**src/rtl/dbuf_slice_pkg.sv**
```systemverilog
package dbuf_slice_pkg;

    // Register port address map; the bench and software depend on these codes
    typedef enum logic [1:0] {
        REG_SHADOW = 2'd0,
        REG_RATE   = 2'd1,
        REG_LEN    = 2'd2,
        REG_NONE   = 2'd3
    } slice_reg_e;

endpackage

```
**src/rtl/slice_rate_ctr.sv**
```systemverilog
module slice_rate_ctr #(
    parameter int unsigned CNT_W = 12
) (
    input  logic             clk,
    input  logic             rst_n,
    input  logic             en,
    input  logic [CNT_W-1:0] preset,
    output logic             tick
);

    typedef struct packed {
        logic [CNT_W-1:0] cnt;
    } rate_st_t;

    rate_st_t st_d, st_q;

    always_comb begin
        st_d = st_q;
        tick = 1'b0;
        if (!en) begin
            st_d.cnt = preset;
        end else if (st_q.cnt == '0) begin
            tick     = 1'b1;
            st_d.cnt = preset;
        end else begin
            st_d.cnt = st_q.cnt - 1'b1;
        end
    end

    always_ff @(posedge clk or negedge rst_n) begin
        if (!rst_n) st_q <= '0;
        else        st_q <= st_d;
    end

    // expiry reloads the preset
    a_r3_reload : assert property (@(posedge clk) disable iff (!rst_n)
        tick |=> (st_q.cnt == $past(preset)));

    // between expiries the counter steps down by one
    a_r3_step : assert property (@(posedge clk) disable iff (!rst_n)
        (en && !tick) |=> (st_q.cnt == $past(st_q.cnt) - 1'b1));

    // idle counter sits at its preset
    a_r9_rate_idle : assert property (@(posedge clk) disable iff (!rst_n)
        !en |=> (st_q.cnt == $past(preset)));

endmodule

```
**src/rtl/slice_len_ctr.sv**
```systemverilog
module slice_len_ctr #(
    parameter int unsigned POS_W = 8
) (
    input  logic             clk,
    input  logic             rst_n,
    input  logic             en,
    input  logic             tick,
    input  logic [POS_W-1:0] preset,
    output logic             word_end
);

    typedef struct packed {
        logic [POS_W-1:0] pos;
    } len_st_t;

    len_st_t st_d, st_q;
    logic    last_bit;

    // A count of 0 or 1 means the coming shift finishes the word
    assign last_bit = (st_q.pos == '0) || (st_q.pos == POS_W'(1));

    always_comb begin
        st_d     = st_q;
        word_end = 1'b0;
        if (!en) begin
            st_d.pos = preset;
        end else if (tick) begin
            if (last_bit) begin
                word_end = 1'b1;
                st_d.pos = preset;
            end else begin
                st_d.pos = st_q.pos - 1'b1;
            end
        end
    end

    always_ff @(posedge clk or negedge rst_n) begin
        if (!rst_n) st_q <= '0;
        else        st_q <= st_d;
    end

    // a word can only end on a shift event
    a_r4_end_on_tick : assert property (@(posedge clk) disable iff (!rst_n)
        word_end |-> tick);

    // position holds between shift events while running
    a_r4_hold : assert property (@(posedge clk) disable iff (!rst_n)
        (en && !tick) |=> $stable(st_q.pos));

endmodule

```
**src/rtl/slice_cfg_regs.sv**
```systemverilog
module slice_cfg_regs #(
    parameter int unsigned CNT_W = 12,
    parameter int unsigned POS_W = 8
) (
    input  logic             clk,
    input  logic             rst_n,
    input  logic             wr_rate,
    input  logic             wr_len,
    input  logic [CNT_W-1:0] wr_rate_val,
    input  logic [POS_W-1:0] wr_len_val,
    output logic [CNT_W-1:0] rate_preset,
    output logic [POS_W-1:0] len_preset
);

    typedef struct packed {
        logic [CNT_W-1:0] rate;
        logic [POS_W-1:0] len;
    } cfg_st_t;

    cfg_st_t st_d, st_q;

    always_comb begin
        st_d = st_q;
        if (wr_rate) st_d.rate = wr_rate_val;
        if (wr_len)  st_d.len  = wr_len_val;
    end

    always_ff @(posedge clk or negedge rst_n) begin
        if (!rst_n) st_q <= '0;
        else        st_q <= st_d;
    end

    assign rate_preset = st_q.rate;
    assign len_preset  = st_q.len;

    // a write is visible after its edge
    a_r2_rate_wr : assert property (@(posedge clk) disable iff (!rst_n)
        wr_rate |=> (rate_preset == $past(wr_rate_val)));

endmodule

```
**src/rtl/slice_shift_data.sv**
```systemverilog
module slice_shift_data #(
    parameter int unsigned DATA_W = 32
) (
    input  logic              clk,
    input  logic              rst_n,
    input  logic              en,
    input  logic              dir_out,
    input  logic              tick,
    input  logic              word_end,
    input  logic              wr_shadow,
    input  logic [DATA_W-1:0] wr_val,
    input  logic              pin_in,
    output logic [DATA_W-1:0] shadow,
    output logic              pin_out,
    output logic              swap_stb
);

    typedef struct packed {
        logic [DATA_W-1:0] active;
        logic [DATA_W-1:0] shadow;
        logic              pin;
        logic              stb;
    } data_st_t;

    data_st_t          st_d, st_q;
    logic [DATA_W-1:0] shifted;
    logic              fill_bit;

    // Output mode empties from the top, input mode captures at the top
    assign fill_bit = dir_out ? 1'b0 : pin_in;
    assign shifted  = {fill_bit, st_q.active[DATA_W-1:1]};

    always_comb begin
        st_d     = st_q;
        st_d.stb = 1'b0;
        if (wr_shadow) st_d.shadow = wr_val;
        if (tick)      st_d.active = shifted;
        if (word_end) begin
            // exchange wins over a same-cycle software write
            st_d.active = st_q.shadow;
            st_d.shadow = shifted;
            st_d.stb    = 1'b1;
        end
        if (en && dir_out) st_d.pin = st_d.active[0];
    end

    always_ff @(posedge clk or negedge rst_n) begin
        if (!rst_n) st_q <= '0;
        else        st_q <= st_d;
    end

    assign shadow   = st_q.shadow;
    assign pin_out  = st_q.pin;
    assign swap_stb = st_q.stb;

    // exchange brings the old shadow into the active register
    a_r5_swap_in : assert property (@(posedge clk) disable iff (!rst_n)
        word_end |=> (st_q.active == $past(st_q.shadow)));

    // output shifting fills the top bit with zero
    a_r6_zero_fill : assert property (@(posedge clk) disable iff (!rst_n)
        (tick && dir_out && !word_end) |=> (st_q.active[DATA_W-1] == 1'b0));

    // input shifting captures the pin at the top bit
    a_r7_capture : assert property (@(posedge clk) disable iff (!rst_n)
        (tick && !dir_out && !word_end) |=> (st_q.active[DATA_W-1] == $past(pin_in)));

    // a write without exchange lands in the shadow register
    a_r10_plain_wr : assert property (@(posedge clk) disable iff (!rst_n)
        (wr_shadow && !word_end) |=> (st_q.shadow == $past(wr_val)));

endmodule

```
**src/rtl/dbuf_shift_slice.sv**
```systemverilog
module dbuf_shift_slice
    import dbuf_slice_pkg::*;
#(
    parameter int unsigned DATA_W = 32,
    parameter int unsigned CNT_W  = 12,
    parameter int unsigned POS_W  = 8
) (
    input  logic              clk,
    input  logic              rst_n,
    input  logic              en,
    input  logic              dir_out,
    input  logic              wr_en,
    input  logic [1:0]        wr_addr,
    input  logic [DATA_W-1:0] wr_data,
    input  logic [1:0]        rd_addr,
    output logic [DATA_W-1:0] rd_data,
    input  logic              pin_in,
    output logic              pin_out,
    output logic              pin_oe,
    output logic              swap_stb
);

    logic              wr_shadow, wr_rate, wr_len;
    logic [CNT_W-1:0]  rate_preset;
    logic [POS_W-1:0]  len_preset;
    logic              tick, word_end;
    logic [DATA_W-1:0] shadow;

    assign wr_shadow = wr_en && (slice_reg_e'(wr_addr) == REG_SHADOW);
    assign wr_rate   = wr_en && (slice_reg_e'(wr_addr) == REG_RATE);
    assign wr_len    = wr_en && (slice_reg_e'(wr_addr) == REG_LEN);

    slice_cfg_regs #(.CNT_W(CNT_W), .POS_W(POS_W)) u_cfg (
        .clk         (clk),
        .rst_n       (rst_n),
        .wr_rate     (wr_rate),
        .wr_len      (wr_len),
        .wr_rate_val (wr_data[CNT_W-1:0]),
        .wr_len_val  (wr_data[POS_W-1:0]),
        .rate_preset (rate_preset),
        .len_preset  (len_preset)
    );

    slice_rate_ctr #(.CNT_W(CNT_W)) u_rate (
        .clk    (clk),
        .rst_n  (rst_n),
        .en     (en),
        .preset (rate_preset),
        .tick   (tick)
    );

    slice_len_ctr #(.POS_W(POS_W)) u_len (
        .clk      (clk),
        .rst_n    (rst_n),
        .en       (en),
        .tick     (tick),
        .preset   (len_preset),
        .word_end (word_end)
    );

    slice_shift_data #(.DATA_W(DATA_W)) u_data (
        .clk       (clk),
        .rst_n     (rst_n),
        .en        (en),
        .dir_out   (dir_out),
        .tick      (tick),
        .word_end  (word_end),
        .wr_shadow (wr_shadow),
        .wr_val    (wr_data),
        .pin_in    (pin_in),
        .shadow    (shadow),
        .pin_out   (pin_out),
        .swap_stb  (swap_stb)
    );

    assign pin_oe = dir_out;

    always_comb begin
        case (slice_reg_e'(rd_addr))
            REG_SHADOW: rd_data = shadow;
            REG_RATE:   rd_data = DATA_W'(rate_preset);
            REG_LEN:    rd_data = DATA_W'(len_preset);
            default:    rd_data = '0;
        endcase
    end

    // no exchange strobe after an idle cycle
    a_r9_idle_no_swap : assert property (@(posedge clk) disable iff (!rst_n)
        !en |=> !swap_stb);

    // pin is frozen while idle
    a_r9_pin_hold : assert property (@(posedge clk) disable iff (!rst_n)
        !en |=> $stable(pin_out));

    // the strobe follows an exchange edge
    a_r8_stb_after_end : assert property (@(posedge clk) disable iff (!rst_n)
        word_end |=> swap_stb);

endmodule

```
**config.mk**
```make
export PLATFORM = sky130hd
export DESIGN_NAME = dbuf_shift_slice
export DESIGN_NICKNAME = d
export VERILOG_FILES = /design/src/rtl/dbuf_slice_pkg.sv /design/src/rtl/slice_rate_ctr.sv /design/src/rtl/slice_len_ctr.sv /design/src/rtl/slice_cfg_regs.sv /design/src/rtl/slice_shift_data.sv /design/src/rtl/dbuf_shift_slice.sv
export SDC_FILE = /design/constraint.sdc
export NUM_CORES = 1
export LEC_CHECK = 0
export BUFFER_PORTS_ARGS = -buffer_cell sky130_fd_sc_hd__buf_2
export CAP_MARGIN = 10
export CORE_MARGIN = 2
export CORE_UTILIZATION = 57
export CTS_CLUSTER_DIAMETER = 30
export DETAILED_ROUTE_END_ITERATION = 7
export GPL_ROUTABILITY_DRIVEN = 0
export PLACE_DENSITY = 0.91
export SYNTH_ARGS = -nofsm -noshare
export SYNTH_HDL_FRONTEND = slang
export SYNTH_SLANG_ARGS = --single-unit
```
**constraint.sdc**
```tcl
create_clock -name clk -period 2.5 [get_ports clk]
set_input_delay 0.5 -clock clk [delete_from_list [all_inputs] [get_ports clk]]
set_output_delay 0.5 -clock clk [all_outputs]
set_load 0.02 [all_outputs]
```
==> flow_summary_export.csv, run 1 <==
group,metric,value,unit
run_status,outcome,"finished, final reports clean",
cells_and_area,area_growth,13.9,%
route,drt_iter0_markers,242,
die,start_util,0.579,
synth,synth_area_leaders,"dfrtp_1, mux2i_1, o21ai_0, nand2_1, mux2_2",
setup_path,path_class,"flop to flop",
timing,period_share,0.927,
cts,clockBufferDepth,2,
timing,hold_violations,0,
route,wire_per_inst,17.0,µm
route,wl_met3,645,µm
setup_path,worstPathArrival,2.58,ns
placed_design,io_buffers,76,
cells_and_area,diodes,0,
route,wl_met1,5100,µm
synth,yosysSeqAreaShare,0.500,
die,die-height,100,µm
synth,yosysTopAreaCellShare,0.500,
setup_path,worst_ep_required_time,2.76,ns
synth,yosys.area.top_type,"dfrtp_1",
cells_and_area,final_net_count,643,
power,ir_drop,0.409,mV
timing,max-slew-margin-rel,0.524,
setup_path,reg2reg_from,"u_len.st_q[3]$_DFFE_PN0P_",
synth,synth_cell_types,39,
grt,grt_pass1_wl,20100,µm
synth,netlist_top_cells_count,"dfrtp_1, o21ai_0, nand2_1",
timing,skew,0.0123,ns
route,wl_met2,6120,µm
die,ios,77,
cells_and_area,fin_area,0.00604,mm²
grt,grt.total_usage,0.254,
cells_and_area,finalNonFillerCells,712,
synth,ys_ff_latch,106,
grt,grt_pass1_vias,4149,
timing,period_needed,2.32,ns
route,drt.antenna.violating_nets,0,
grt,antenna_found_initial,0,
setup_path,crit_path_start_kind,"flop",
placed_design,dp_hpwl,8430,µm
timing,tightestPinTransition,0.713,ns
placed_design,place_ws,-0.00675,ns
route,drt_wl_total,12100,µm
route,drc,0,
synth,syn_nets,576,
placed_design,placed_area,0.00581,mm²
cts,cts-buffers-inserted,9,
route,num_vias,4137,
power,p_leak,2.91,nW
setup_path,path_cells,"or4_4 -> or4_4 -> buf_4 -> mux2i_1 -> o21ai_0",
setup_path,reg2reg_setup_slack,0.18,ns
cts,cts_root_buffer,"clkbuf_8",
setup_path,cp_top_family,"simple AND/OR/NAND/NOR gates",
synth,synthCells,529,
cts,cts_tree,"built",
setup_path,cp-startpoint,"u_len.st_q[3]$_DFFE_PN0P_",
cells_and_area,drive_above_1_share,0.225,
cells_and_area,fillers,673,
route,highest_layer,"met4",
min_path,hp-class,"input pin to async pin",
flow_run,drv_cap,0,
cts,cts.sinks,106,
setup_path,crit_path_frequent_cell,"or4_4",
route,dr.pass1.iters,5,
setup_path,max_stage_delay,0.58,ns
synth,synth-edff-count,0,
synth,ys_warn_count,0,
cts,clk_pin_slew,0.10,ns
cts,clkLatencyLatePin,0.37,ns
setup_path,critPathMaxFanout,17,
die,core,0.00915,mm²
synth,synth.most_common_cell,"dfrtp_1",
grt,grt_max_degree,67,
timing,max_freq,0.431,GHz
synth,synthArstFlopShare,1.00,
route,routed_via_density,5.81,
die,rows,35,
grt,overflow,0,
timing,finalSetupViolations,0,
cells_and_area,final_core_util,0.660,
synth,avgSynthCellArea,10.0,µm²
synth,synth_ff_type,"dfrtp_1",
setup_path,slowest_stage,"or4_4",
timing,setup_ws,0.182,ns
cts,h-tree-depth,3,
cts,ctsHoldBuffers,0,
power,power_density,780,mW/mm²
timing,drv_slew,0,
placed_design,dp.cells,696,
synth,netlist_area,0.00530,mm²
die,die_w,100,µm
setup_path,path_buf_inv,1,
die,dieArea,0.0101,mm²
timing,rsz0062_at_grt,"no",
timing,holdWs,0.109,ns
setup_path,cp-end-kind,"flop",
## through the flow
stage	power, W	setup TNS, ns
after floorplan	0.00313	0
after global placement	0.00345	0
after detailed placement	0.00357	-0.00675
after CTS	0.00473	0
after global routing	0.00498	0
final	0.00471	0
## placed cells by master, fill, tap and decap left out, types with 2 or more instances in the layout
master     instances
dfrtp_1          106
buf_4             13
buf_2             75
mux2_2            20
a21oi_1            6
nand3_1            9
buf_12             3
a22oi_1            3
o21ai_1            5
inv_1              7
nor2_1            19
nor2b_1            2
nor3_1             4
and2_1            21
bufinv_16          2
nand3b_1           2
xnor2_1            7
or4_4              2
nor4_1             5
nand2_1           87
o21ai_0           90
ha_1               5
mux2i_1           76
o31ai_1            2
xor2_1             2
clkbuf_8           9
## power breakdown
part	leakage, nW	switching [W]	internal (W)
clock	0.107	0.000582	0.000568
combinational	1.51	0.000591	0.000484
sequential	1.30	0.000371	0.00211
total	2.91	0.00154	0.00317
## per-layer routing
metal	GRT usage	vias to the layer above
met5	0	-
met4	0.111	0
met3	0.0485	23
met2	0.416	128
met1	0.333	2033
li1	-	1953
## cell type report
class | instances | area, µm² | share of cell area
Timing Repair Buffer | 92 | 544 | 0.0901
Inverter | 7 | 26.3 | 0.00435
Multi-Input combinational cell | 380 | 2460 | 0.407
Sequential cell | 106 | 2650 | 0.439
Tap cell | 111 | 139 | 0.0230
Clock buffer | 10 | 128 | 0.0211
Clock inverter | 6 | 90.1 | 0.0149
## worst paths after layout
kind,to,depth (start not counted)
max reg2reg,u_data.shifted[11]$_DFFE_PN0P_,5
min in group clk,u_cfg.rate_preset[8]$_DFFE_PN0P_,2
min reg2reg,u_data.st_q[34]$_DFF_PN0_,2
min,u_cfg.len_preset[7]$_DFFE_PN0P_,1
max,u_data.shifted[11]$_DFFE_PN0P_,5
max in group asynchronous,u_data.shadow[30]$_DFFE_PN0P_,2
## registers in the layout, indices dropped and copies added, names as in the netlist
| signal | cells |
|---|---|
| u_rate.st_q | 12 |
| u_cfg.len_preset | 8 |
| u_data.pin_out | 1 |
| u_data.swap_stb | 1 |
| u_data.shifted | 31 |
| u_cfg.rate_preset | 12 |
| u_len.st_q | 8 |
| u_data.st_q | 1 |
| u_data.shadow | 32 |
## what timing repair did
item	in CTS	in global routing
gates resized for setup	2	1
setup endpoints to repair	3	20
setup buffers	0	0
## logic make-up after synthesis
group | Yosys count | share of synthesized area
AOI/OAI and AO/OA | 111 | 0.111
xor gates and xnor gates | 9 | 0.0149
adders and majority gates | 5 | 0.0118
buffers and inverters | 43 | 0.0392
DFF | 106 | 0.500
muxes | 96 | 0.186
and+or+nand+nor | 159 | 0.137
## worst register-to-register path, delay by kind of cell (launching register included)
family | cells | cell delay [ns]
AOI/OAI and AO/OA | 1 | 0.23
and+or+nand+nor | 2 | 1.14
buffers and inverters | 1 | 0.26
DFF | 1 | 0.44
muxes | 1 | 0.15
Note: power is estimated with default switching activity, not from simulation.
==> run 2, diff against run 1 <==
- clock period: 2.5 -> 2.6 ns (I/O delays scaled with it)
==> flow_summary_export.csv, run 2 (synthesized netlist as in run 1, its figures left out) <==
group,metric,value,unit
cells_and_area,layout_common_cells,"dfrtp_1, o21ai_0, nand2_1",
timing,finalSetupViolations,0,
placed_design,dp.cells,693,
timing,max_freq,0.412,GHz
timing,drv_slew,0,
setup_path,rr_worst_depth,6,
grt,overflow,0,
route,drt.antenna.violating_nets,0,
placed_design,io_buffers,76,
min_path,hp-class,"input pin to async pin",
cts,h-tree-depth,3,
cts,clk_pin_slew,0.10,ns
setup_path,max_stage_delay,0.60,ns
setup_path,reg2reg_from,"u_len.st_q[2]$_DFFE_PN0P_",
die,die-height,100,µm
setup_path,cp-end-kind,"flop",
cells_and_area,diodes,0,
cells_and_area,largest_reg_flops,32,
route,drc,0,
timing,period_needed,2.43,ns
cts,cts_tree,"built",
die,ios,77,
timing,setup_ws,0.171,ns
timing,max-slew-margin-rel,0.282,
setup_path,critPathMaxFanout,33,
timing,hold_violations,0,
timing,tightestPinTransition,1.07,ns
cts,cts_root_buffer,"clkbuf_8",
grt,grt_pass1_wl,19900,µm
cells_and_area,layout_commonest_cell,"dfrtp_1",
timing,skew,0.0139,ns
route,routed_via_density,5.83,
placed_design,dp_hpwl,8110,µm
route,dr.pass1.iters,6,
setup_path,cp_top_family,"simple AND/OR/NAND/NOR gates",
power,p_leak,2.91,nW
setup_path,worstPathArrival,2.71,ns
cells_and_area,drive_above_1_share,0.221,
setup_path,crit_path_frequent_cell,"or4_4",
power,ir_drop,0.362,mV
grt,grt_pass1_vias,4056,
setup_path,path_class,"flop to flop",
grt,grt_max_degree,107,
setup_path,reg2reg_setup_slack,0.17,ns
setup_path,crit_path_start_kind,"flop",
die,core,0.00915,mm²
flow_run,drv_cap,0,
power,power_density,752,mW/mm²
cts,cts.sinks,106,
die,dieArea,0.0101,mm²
cells_and_area,final_net_count,641,
cts,clockBufferDepth,2,
placed_design,place_ws,0.0867,ns
die,die_w,100,µm
die,rows,35,
setup_path,worst_ep_required_time,2.88,ns
setup_path,worst_r2r_endpoint,"u_data.shadow[31]$_DFFE_PN0P_",
setup_path,path_buf_inv,1,
setup_path,cp-startpoint,"u_len.st_q[2]$_DFFE_PN0P_",
cells_and_area,finalNonFillerCells,709,
route,drt_iter0_markers,259,
timing,rsz0062_at_grt,"no",
route,drt_wl_total,12200,µm
grt,grt.total_usage,0.251,
timing,setup_tns,0,ns
setup_path,slowest_stage,"or4_4",
cts,cts-buffers-inserted,9,
cts,clkLatencyLatePin,0.37,ns
grt,antenna_found_initial,0,
route,wire_per_inst,17.2,µm
timing,period_share,0.934,
run_status,outcome,"finished, final reports clean",
cells_and_area,area_growth,13.9,%
die,start_util,0.579,
cts,ctsHoldBuffers,0,
route,num_vias,4130,
setup_path,path_cells,"or4_4 -> or4_4 -> nor3_4 -> buf_12 -> nand2_1 -> o21ai_0",
run 2: through the flow:
step / utilization / power [W] / area (µm²) / hold slack (ns)
after floorplan: - / 0.00301 / 5300 / 0.224
after global placement: 0.633 / 0.00331 / 5790 / 0.469
after detailed placement: 0.633 / 0.00341 / 5790 / 0.474
after CTS: 0.657 / 0.00454 / 6010 / 0.233
after global routing: 0.660 / 0.00480 / 6040 / 0.237
final: 0.660 / 0.00454 / 6040 / 0.209
run 2: area by class of cell:
| cell class | count | area (µm²) |
|---|---|---|
| multi-input combinational | 380 | 2460 |
| sequential | 106 | 2650 |
| clock inverter | 6 | 95.1 |
| timing repair buffer | 90 | 547 |
| inverter | 7 | 26.3 |
| clock buffer | 9 | 124 |
| fill | 645 | 3110 |
| tap | 111 | 139 |
run 2: worst max path at each step:
stage	to	slack [ns]	cells after the start
floorplan	rd_data[1]	0.27	4
global placement	u_data.pin_out$_DFFE_PN0P_	0.16	5
detailed placement	u_data.pin_out$_DFFE_PN0P_	0.09	5
CTS	u_data.shadow[31]$_DFFE_PN0P_	0.06	6
global route	rd_data[14]	0.04	4
finish	u_data.shadow[31]$_DFFE_PN0P_	0.17	6
run 2: repair_timing:
| action | 4_1_cts | 5_1_grt |
|---|---|---|
| endpoints found under the hold margin | 0 | 0 |
| resized for setup | 0 | 2 |
| endpoints found under the setup margin | 0 | 6 |
| buffers inserted | 0 | 0 |
run 2: where the power goes:
group / internal [W] / switching [W] / leakage [nW]
Clock: 0.000550 / 0.000583 / 0.111
Sequential: 0.00203 / 0.000350 / 1.30
Combinational: 0.000456 / 0.000571 / 1.50
run 2: layer usage:
metal	GRT usage	vias to the layer above	wire length [µm]
met3	0.0465	32	671
met1	0.323	1990	5000
li1	-	1958	-
met5	0	-	0
met4	0.107	0	304
met2	0.419	150	6190
==> run 3, diff against run 2 <==
- GPL_ROUTABILITY_DRIVEN: 0 -> unset
- clock period: 2.6 -> 2.4 ns (I/O delays scaled with it)
==> flow_summary_export.csv, run 3 (synthesized netlist as in run 1, its figures left out) <==
group,metric,value,unit
cells_and_area,layout_commonest_cell,"dfrtp_1",
placed_design,dp_hpwl,8380,µm
timing,hold_violations,0,
cts,h-tree-depth,3,
cells_and_area,largest_reg_flops,32,
cells_and_area,fillers,683,
timing,skew,0.0118,ns
die,rows,35,
timing,max-slew-margin-rel,0.513,
die,die-height,100,µm
grt,grt_pass1_vias,4062,
cts,clockBufferDepth,2,
die,die_w,100,µm
route,num_vias,4094,
cells_and_area,area_growth,14.3,%
power,pwr-share-clk,0.221,
cts,post_cts_buffers,0,
grt,grt_pass1_wl,19400,µm
cts,clk_pin_slew,0.11,ns
cells_and_area,final_net_count,646,
setup_path,worst_ep_required_time,2.67,ns
route,drt_iter0_markers,224,
timing,max_freq,0.440,GHz
cts,cts-buffers-inserted,9,
route,routed_via_density,5.73,
route,dr.pass1.iters,5,
power,p_switching,0.00165,W
route,drt_wl_total,11900,µm
cells_and_area,diodes,0,
setup_path,critPathMaxFanout,66,
placed_design,io_buffers,76,
route,wl_met2,6120,µm
cells_and_area,final_core_util,0.662,
power,power.share.switching,0.346,
die,dieArea,0.0101,mm²
route,wl_met3,551,µm
grt,grt.total_usage,0.244,
route,highest_layer,"met4",
timing,period_needed,2.27,ns
setup_path,worstPathArrival,2.54,ns
min_path,hp-class,"input pin to async pin",
power,pwr-share-seq,0.540,
timing,rsz0062_at_grt,"no",
timing,period_share,0.947,
power,power_density,787,mW/mm²
power,ir_drop,0.430,mV
cells_and_area,drive_above_1_share,0.230,
route,wire_per_inst,16.6,µm
power,p_int,0.00312,W
placed_design,gp_congestion,0.905,
setup_path,reg2reg_from,"u_rate.st_q[4]$_DFF_PN0_",
die,ios,77,
route,drc,0,
timing,setup_tns,0,ns
setup_path,cp-end-kind,"flop",
cts,ctsHoldBuffers,0,
timing,finalSetupViolations,0,
die,core,0.00915,mm²
cts,clkLatencyLatePin,0.38,ns
flow_run,drv_cap,0,
power,p_leak,2.92,nW
cts,cts_resized,1,
timing,drv_slew,0,
grt,overflow,0,
die,start_util,0.579,
setup_path,crit_path_start_kind,"flop",
grt,grt_max_degree,67,
grt,antenna_found_initial,0,
run_status,outcome,"finished, final reports clean",
cts,cts.sinks,106,
cts,cts_tree,"built",
cts,cts_root_buffer,"clkbuf_8",
route,wl_met1,5050,µm
cells_and_area,layout_common_cells,"dfrtp_1, o21ai_0, nand2_1",
cells_and_area,fin_area,0.00606,mm²
timing,tightestPinTransition,0.728,ns
power,p_comb_frac,0.239,
setup_path,path_class,"flop to flop",
placed_design,placed_area,0.00586,mm²
setup_path,cp-startpoint,"u_rate.st_q[4]$_DFF_PN0_",
route,drt.antenna.violating_nets,0,
run 3: power by group through the flow:
stage | clock (W) | combinational (W) | sequential (W)
5_1_grt | 0.00114 | 0.00129 | 0.00263
6_report | 0.00105 | 0.00114 | 0.00258
3_5_place_dp | 0 | 0.00113 | 0.00259
3_3_place_gp | 0 | 0.00106 | 0.00255
2_1_floorplan | 0 | 0.000780 | 0.00248
4_1_cts | 0.00107 | 0.00114 | 0.00256
run 3: layout make-up:
type	count	area (µm²)	area share
Tap cell	111	139	0.0229
Clock buffer	9	124	0.0204
Clock inverter	7	58.8	0.00970
Inverter	7	26.3	0.00433
Sequential cell	106	2650	0.438
Multi-Input combinational cell	380	2470	0.408
Timing Repair Buffer	95	588	0.0970
run 3: critical path, stage by stage, from the launching register on:
cell and delay (ns):
dfrtp_1 0.48, nor4_4 0.36, nand2b_1 0.11, or4b_2 0.68, buf_12 0.23, o31ai_1 0.31
run 3: final timing paths:
path,depth (start not counted),slack (ns),to
min reg2reg,2,0.51,u_data.shadow[6]$_DFFE_PN0P_
min in group clk,2,0.37,u_cfg.rate_preset[10]$_DFFE_PN0P_
max,5,0.13,u_data.pin_out$_DFFE_PN0P_
min,1,0.08,u_data.shifted[7]$_DFFE_PN0P_
max reg2reg,5,0.13,u_data.pin_out$_DFFE_PN0P_
max in group asynchronous,2,1.70,u_data.shadow[9]$_DFFE_PN0P_
run 3: per-layer routing:
layer,vias up,global-route usage
met5,-,0
met4,0,0.0769
met3,12,0.0381
met2,116,0.421
met1,2008,0.318
li1,1958,-
run 3: metrics by stage:
step                      setup slack, ns  hold WS, ns  std cells  total power [W]
final                               0.127       0.0777        715          0.00477
after global routing               0.0434        0.102        715          0.00506
after CTS                         0.00564       0.0859        715          0.00477
after detailed placement          -0.0427        0.485        699          0.00372
after global placement             0.0689        0.457        699          0.00361
after floorplan                     0.148        0.184        529          0.00326
